<file path="config.mk">
export PLATFORM = sky130hd
export DESIGN_NAME = fact_mmio_accel
export DESIGN_NICKNAME = d
export VERILOG_FILES = /design/src/rtl/fact_pkg.sv /design/src/rtl/fact_engine.sv /design/src/rtl/fact_irq_status.sv /design/src/rtl/fact_mmio_accel.sv
export SDC_FILE = /design/constraint.sdc
export NUM_CORES = 2
export LEC_CHECK = 0
export ABC_CLOCK_PERIOD_IN_PS = 8850
export BUFFER_PORTS_ARGS = -buffer_cell sky130_fd_sc_hd__buf_2
export CORE_MARGIN = 2
export CORE_UTILIZATION = 64
export DETAILED_ROUTE_END_ITERATION = 10
export PLACE_DENSITY = 0.82
export SYNTH_ARGS = -nofsm -noshare
export SYNTH_HDL_FRONTEND = slang
export SYNTH_SLANG_ARGS = --single-unit
</file>
<file path="constraint.sdc">
create_clock -name clk -period 8.85 [get_ports clk]
set_input_delay 1.77 -clock clk [delete_from_list [all_inputs] [get_ports clk]]
set_output_delay 1.77 -clock clk [all_outputs]
set_load 0.03 [all_outputs]
</file>
<file path="src/rtl/fact_pkg.sv">
package fact_pkg;

    localparam int DATA_W = 32;
    localparam int ADDR_W = 8;

    localparam logic [ADDR_W-1:0] OFS_ID     = 8'h00;
    localparam logic [ADDR_W-1:0] OFS_LIVE   = 8'h04;
    localparam logic [ADDR_W-1:0] OFS_FACT   = 8'h08;
    localparam logic [ADDR_W-1:0] OFS_STAT   = 8'h20;
    localparam logic [ADDR_W-1:0] OFS_IST    = 8'h24;
    localparam logic [ADDR_W-1:0] OFS_RAISE  = 8'h60;
    localparam logic [ADDR_W-1:0] OFS_ACK    = 8'h64;

    localparam int STAT_BUSY_BIT = 0;
    localparam int STAT_IEN_BIT  = 7;
    localparam int IST_DONE_BIT  = 0;

    typedef enum logic [2:0] {
        SEL_NONE,
        SEL_ID,
        SEL_LIVE,
        SEL_FACT,
        SEL_STAT,
        SEL_IST,
        SEL_RAISE,
        SEL_ACK
    } reg_sel_e;

    typedef struct packed {
        logic                 we;
        reg_sel_e             sel;
        logic [DATA_W-1:0]    data;
    } bus_req_t;

    function automatic reg_sel_e decode_ofs(input logic [ADDR_W-1:0] a);
        reg_sel_e s;
        case (a)
            OFS_ID:    s = SEL_ID;
            OFS_LIVE:  s = SEL_LIVE;
            OFS_FACT:  s = SEL_FACT;
            OFS_STAT:  s = SEL_STAT;
            OFS_IST:   s = SEL_IST;
            OFS_RAISE: s = SEL_RAISE;
            OFS_ACK:   s = SEL_ACK;
            default:   s = SEL_NONE;
        endcase
        return s;
    endfunction

endpackage

</file>
<file path="src/rtl/fact_engine.sv">
module fact_engine #(
    parameter int W = 32
) (
    input  logic         clk,
    input  logic         rst,
    input  logic         start,
    input  logic [W-1:0] n_in,
    input  logic         ien_in,
    output logic         busy_o,
    output logic         done_o,
    output logic         done_irq_o,
    output logic [W-1:0] result_o
);

    logic [W-1:0] acc;
    logic [W-1:0] cnt;
    logic         busy;
    logic         ien_tag;
    logic         last;

    assign last = (cnt <= W'(1));

    always_ff @(posedge clk) begin
        if (rst) begin
            busy    <= 1'b0;
            acc     <= '0;
            cnt     <= '0;
            ien_tag <= 1'b0;
        end else if (start && !busy) begin
            busy    <= 1'b1;
            acc     <= W'(1);
            cnt     <= n_in;
            ien_tag <= ien_in;
        end else if (busy) begin
            if (last) begin
                busy <= 1'b0;
            end else begin
                acc <= acc * cnt;
                cnt <= cnt - W'(1);
            end
        end
    end

    assign busy_o     = busy;
    assign done_o     = busy && last;
    assign done_irq_o = busy && last && ien_tag;
    assign result_o   = acc;

    // completion ends the busy window on the next edge
    a_r5_done_clears_busy: assert property (@(posedge clk) disable iff (rst)
        done_o |=> !busy_o);
    // busy never drops before the count is exhausted
    a_r5_busy_holds: assert property (@(posedge clk) disable iff (rst)
        (busy_o && !done_o) |=> busy_o);
    // busy only rises because of a start request
    a_r6_rise_needs_start: assert property (@(posedge clk) disable iff (rst)
        $rose(busy_o) |-> $past(start));
    // a start during a computation leaves the down-counter on its course
    a_r6_busy_start_ignored: assert property (@(posedge clk) disable iff (rst)
        (busy_o && !done_o && start) |=> cnt == $past(cnt) - W'(1));
    // a fresh computation begins from a product of one
    a_r3_start_seeds_one: assert property (@(posedge clk) disable iff (rst)
        (start && !busy_o) |=> (busy_o && result_o == W'(1)));

endmodule

</file>
<file path="src/rtl/fact_irq_status.sv">
module fact_irq_status #(
    parameter int W = 32
) (
    input  logic         clk,
    input  logic         rst,
    input  logic         raise_we,
    input  logic         ack_we,
    input  logic [W-1:0] wdata,
    input  logic [W-1:0] hw_set,
    output logic [W-1:0] status_o,
    output logic         irq_o
);

    logic [W-1:0] ist;
    logic [W-1:0] clr_mask;
    logic [W-1:0] set_mask;

    always_comb begin
        clr_mask = ack_we   ? wdata : '0;
        set_mask = (raise_we ? wdata : '0) | hw_set;
    end

    always_ff @(posedge clk) begin
        if (rst) begin
            ist <= '0;
        end else begin
            ist <= (ist & ~clr_mask) | set_mask;
        end
    end

    assign status_o = ist;
    assign irq_o    = |ist;

    // raised bits are present after the write
    a_r8_raise_sets: assert property (@(posedge clk) disable iff (rst)
        raise_we |=> (status_o & $past(wdata)) == $past(wdata));
    // acknowledged bits are gone unless hardware set them again
    a_r9_ack_clears: assert property (@(posedge clk) disable iff (rst)
        (ack_we && hw_set == '0) |=> (status_o & $past(wdata)) == '0);
    // a hardware event wins over a simultaneous acknowledge
    a_r11_hw_beats_ack: assert property (@(posedge clk) disable iff (rst)
        (hw_set != '0) |=> (status_o & $past(hw_set)) == $past(hw_set));
    // the line only rises after a set source was active
    a_r10_irq_rise_cause: assert property (@(posedge clk) disable iff (rst)
        $rose(irq_o) |-> $past(raise_we || hw_set != '0));

endmodule

</file>
<file path="src/rtl/fact_mmio_accel.sv">
module fact_mmio_accel
    import fact_pkg::*;
#(
    parameter logic [DATA_W-1:0] ID_VALUE = 32'h00F4C7A1
) (
    input  logic                 clk,
    input  logic                 rst,
    input  logic                 wr_en,
    input  logic [ADDR_W-1:0]    addr,
    input  logic [DATA_W-1:0]    wdata,
    output logic [DATA_W-1:0]    rdata,
    output logic                 irq_o
);

    bus_req_t          req;
    logic [DATA_W-1:0] live_q;
    logic              ien_q;
    logic              eng_busy;
    logic              eng_done;
    logic              eng_done_irq;
    logic [DATA_W-1:0] eng_result;
    logic [DATA_W-1:0] ist;
    logic [DATA_W-1:0] hw_set;

    always_comb begin
        req.we   = wr_en;
        req.sel  = decode_ofs(addr);
        req.data = wdata;
    end

    always_ff @(posedge clk) begin
        if (rst) begin
            live_q <= '0;
            ien_q  <= 1'b0;
        end else if (req.we) begin
            if (req.sel == SEL_LIVE) live_q <= req.data;
            if (req.sel == SEL_STAT) ien_q  <= req.data[STAT_IEN_BIT];
        end
    end

    fact_engine #(.W(DATA_W)) u_engine (
        .clk        (clk),
        .rst        (rst),
        .start      (req.we && req.sel == SEL_FACT),
        .n_in       (req.data),
        .ien_in     (ien_q),
        .busy_o     (eng_busy),
        .done_o     (eng_done),
        .done_irq_o (eng_done_irq),
        .result_o   (eng_result)
    );

    always_comb begin
        hw_set = '0;
        hw_set[IST_DONE_BIT] = eng_done_irq;
    end

    fact_irq_status #(.W(DATA_W)) u_irq (
        .clk      (clk),
        .rst      (rst),
        .raise_we (req.we && req.sel == SEL_RAISE),
        .ack_we   (req.we && req.sel == SEL_ACK),
        .wdata    (req.data),
        .hw_set   (hw_set),
        .status_o (ist),
        .irq_o    (irq_o)
    );

    always_comb begin
        rdata = '0;
        case (req.sel)
            SEL_ID:   rdata = ID_VALUE;
            SEL_LIVE: rdata = ~live_q;
            SEL_FACT: rdata = eng_result;
            SEL_STAT: begin
                rdata[STAT_BUSY_BIT] = eng_busy;
                rdata[STAT_IEN_BIT]  = ien_q;
            end
            SEL_IST:  rdata = ist;
            default:  rdata = '0;
        endcase
    end

    // completion with the enable clear raises nothing
    a_r7_no_irq_when_disabled: assert property (@(posedge clk) disable iff (rst)
        (eng_done && !eng_done_irq && !(req.we && req.sel == SEL_RAISE) && ist == '0)
            |=> ist == '0);
    // the liveness word always reads inverted storage
    a_r2_live_inverted: assert property (@(posedge clk) disable iff (rst)
        (req.we && req.sel == SEL_LIVE) |=> (live_q == $past(req.data)));

endmodule

</file>
==> flow_summary_export.csv <==
group,metric,value,unit
synth,synthAdderAreaFrac,44.6,%
critical_path,required,9190,ps
synth,post-synth-top-area-cell,"fa_1",
route,dr.first_iter.drc_count,2000,
clock_tree,clock_path_buffers,2,
clock_tree,cts_tree,"done",
cells_and_area,syn_to_final_growth,5.19,%
synth,synth_top_family_by_area,"adder cells",
critical_path,cp_num_buf_inv,2,
power_and_ir_drop,powerDensity,61.7,nW/µm²
sta,hold_violations,0,
floorplanning,core_area,33500,µm²
route,ant_nets,0,
grt,gr-usage-met1,47.4,%
clock_tree,clk_pin_slew,80,ps
synth,synthesis.nets,3155,
power_and_ir_drop,ir_drop,0.148,mV
clock_tree,holdBufCountCts,0,
clock_tree,cts_sinks,131,
placement,gp_congestion,0.970,
critical_path,start_kind,"flip-flop",
synth,synth_cell_type_count,64,
critical_path,cp.arrival,8160,ps
synth,synth_xor_xnor_area_share,3.24,%
floorplanning,die_area,35600,µm²
critical_path,cp_cell_sequence,"and2_1 -> fa_1 -> inv_1 -> fa_1 -> fa_1 -> fa_1 -> inv_1 -> ha_1 -> ha_1 -> fa_1 -> fa_1 -> ha_1 -> a21o_1 -> a221o_1 -> a211oi_1 -> o21ai_0 -> a31o_2 -> a21oi_1 -> xor2_1 -> o21ai_0",
floorplanning,dieWidth,189,µm
synth,ys_seq_elements,131,
cells_and_area,final_nets,3114,
placement,hpwl,48600,µm
critical_path,critical-path-top-delay-family,"adder cells",
sta,drv_slew,0,
worst_hold_path,hold_path.class,"reg -> reg",
critical_path,crit_path_frequent_cell,"fa_1",
synth,synth_edf_count,0,
synth,synth_compound_area_share,8.88,%
cells_and_area,drive_above_1_share,6.43,%
grt,antenna_found_initial,1,
synth,synth_commonest_cells,"nand2_1 (443), fa_1 (408), inv_1 (402), and2_1 (281), clkbuf_1 (142)",
sta,relSlewSlack,14.5,%
run_status,outcome,"finished, final reports clean",
placement,dp_slack,1070,ps
critical_path,cp_max_fo,25,
sta,max_freq,128,MHz
grt,track_usage,37.2,%
clock_tree,cts_setup_buffers,0,
sta,tightest_slew,1280,ps
clock_tree,numCtsBuffers,17,
synth,ys.flop_type,"dfxtp_1",
synth,syn_inst,2579,
sta,finalWorstSetupSlack,1030,ps
route,wirelength,63500,µm
synth,avgSynthCellArea,8.45,µm²
clock_tree,ctsResizeCount,0,
critical_path,critPathMaxStageDelay,1060,ps
synth,async_reset_ff_share,0,%
cells_and_area,final.fill_count,2656,
route,drtPass1Iterations,6,
route,routedWlPerCell,21.2,µm
floorplanning,pin_count,76,
synth,syn_area,21800,µm²
grt,grt_pass1_wl,103000,µm
sta,setup_tns,0,ps
synth,yosysMostFrequentCell,"nand2_1",
floorplanning,row_count,67,
synth,yosys.area_share.simple,21.0,%
route,via_per_inst,6.17,
grt,top_usage_layer,"met2",
sta,rsz0062_at_grt,"no",
route,via_count,18500,
sta,finalClockSkew,18.5,ps
flow_run,maxCapViolCount,0,
clock_tree,worstSkewPairLatency,450,ps
grt,grtUsageMet2,60.9,%
critical_path,path_class,"reg -> reg",
grt,grt-ovfl-total,0,
sta,post-route-period-util,88.4,%
critical_path,end_kind,"flip-flop",
grt,grt_use_met3,7.17,%
sta,setup_viol,0,
grt,grt_max_degree,87,
floorplanning,die_h,189,µm
synth,synth.area.mux_share,0.0689,%
clock_tree,cts_root_buf,"clkbuf_16",
synth,synthTopCellsByArea,"fa_1 (37%), dfxtp_1 (12%), and2_1 (8.1%)",
sta,finalCriticalPeriod,7820,ps
synth,synth_top_area_share,37.5,%
grt,grt_pass1_vias,19500,
placement,io_buffer_count,75,
critical_path,critical-path-slowest-cell,"dfxtp_1",
synth,ys.warnings.count,0,
floorplanning,floorplan.initialDensity,65.0,%
clock_tree,cts_max_level,4,
power_and_ir_drop,p_leak,10.8,nW
synth,ys_seq_area_share,12.0,%
route,route.detailed.drc,0,
==> flip-flops by register name, summed over array words and instances (netlist names) <==
| register | count |
|---|---|
| ien_q | 1 |
| u_irq.status_o | 32 |
| live_q | 32 |
| u_engine.ien_tag | 1 |
| u_engine.busy_o | 1 |
| u_engine.result_o | 32 |
| u_engine.cnt | 32 |
==> logic make-up (layout without fill, tap and decap cells) <==
logic type	after synthesis	count (layout)
buf+inv	572	544
simple gates	960	960
flops	131	131
mux	1	1
fa+ha+maj	533	533
other cells	0	1
xor+xnor	79	79
compound gates	303	303
==> cell usage in the layout, fill, tap and decap left out, drive strengths merged, types with 5 or more instances in the layout <==
cell and count:
and3 6, dfxtp 131, or4 5, a222oi 5, xnor2 61, a211oi 8
o21ai 55, ha 125, nand2 444, or3 7, a21o 9, nand3 22
o211ai 24, nor4 18, clkbuf 17, nor2 129, a31oi 9, a221oi 9
a21oi 133, inv 412, fa 408, and2 281, nand3b 5, a221o 21
xor2 17, o21a 5, buf 110, nor3 25
==> power breakdown <==
group	internal (mW)	switching, mW
Clock	0.431	0.345
Combinational	0.0122	0.0358
Sequential	0.590	0.00139
Total	1.03	0.382
==> stage by stage <==
| step | hold WS, ps | area [µm²] | instances | utilization [%] | total power, mW |
|---|---|---|---|---|---|
| 2_1_floorplan | 436 | 21800 | 2579 | - | 0.624 |
| 5_1_grt | 484 | 22900 | 2999 | 68.4 | 1.43 |
| 3_5_place_dp | 447 | 22300 | 2967 | 66.6 | 0.651 |
| 3_3_place_gp | 441 | 22300 | 2967 | 66.6 | 0.650 |
| 6_report | 457 | 22900 | 3000 | 68.4 | 1.42 |
| 4_1_cts | 457 | 22900 | 2999 | 68.4 | 1.41 |
==> worst paths after layout <==
check,startpoint,to,slack (ps),depth (start not counted)
worst max-delay path,u_engine.result_o[9]$_SDFFE_PP0P_,u_engine.result_o[25]$_SDFFE_PP0P_,1030,20
worst min-delay path,live_q[14]$_SDFFE_PP0P_,live_q[14]$_SDFFE_PP0P_,460,2
worst max register to register,u_engine.result_o[9]$_SDFFE_PP0P_,u_engine.result_o[25]$_SDFFE_PP0P_,1030,20
worst min register to register,live_q[14]$_SDFFE_PP0P_,live_q[14]$_SDFFE_PP0P_,460,2
==> worst register-to-register path, delay by kind of cell (launching register included) <==
family	cells	cell delay (ps)
buffers and inverters	2	130
AO/OA/AOI/OAI	7	2380
flip-flops	1	1060
AND/OR/NAND/NOR	1	290
XOR/XNOR	1	150
adder cells (fa/ha/maj)	9	3720
==> final cells by class <==
type | instances | area, µm² | area share [%]
Sequential cell | 131 | 2620 | 11.4
Multi-Input combinational cell | 1876 | 17000 | 74.1
Tap cell | 448 | 561 | 2.44
Inverter | 402 | 1510 | 6.58
Clock inverter | 15 | 185 | 0.807
Antenna cell | 1 | 2.50 | 0.0109
Timing Repair Buffer | 110 | 638 | 2.78
Clock buffer | 17 | 425 | 1.85
==> per-layer routing <==
layer | wire (µm) | vias to the layer above
li1 | - | 7852
met1 | 23400 | 9096
met2 | 30000 | 1268
met3 | 6630 | 279
met4 | 3440 | 0
met5 | 0 | -
(Power assumes the default switching activity.)
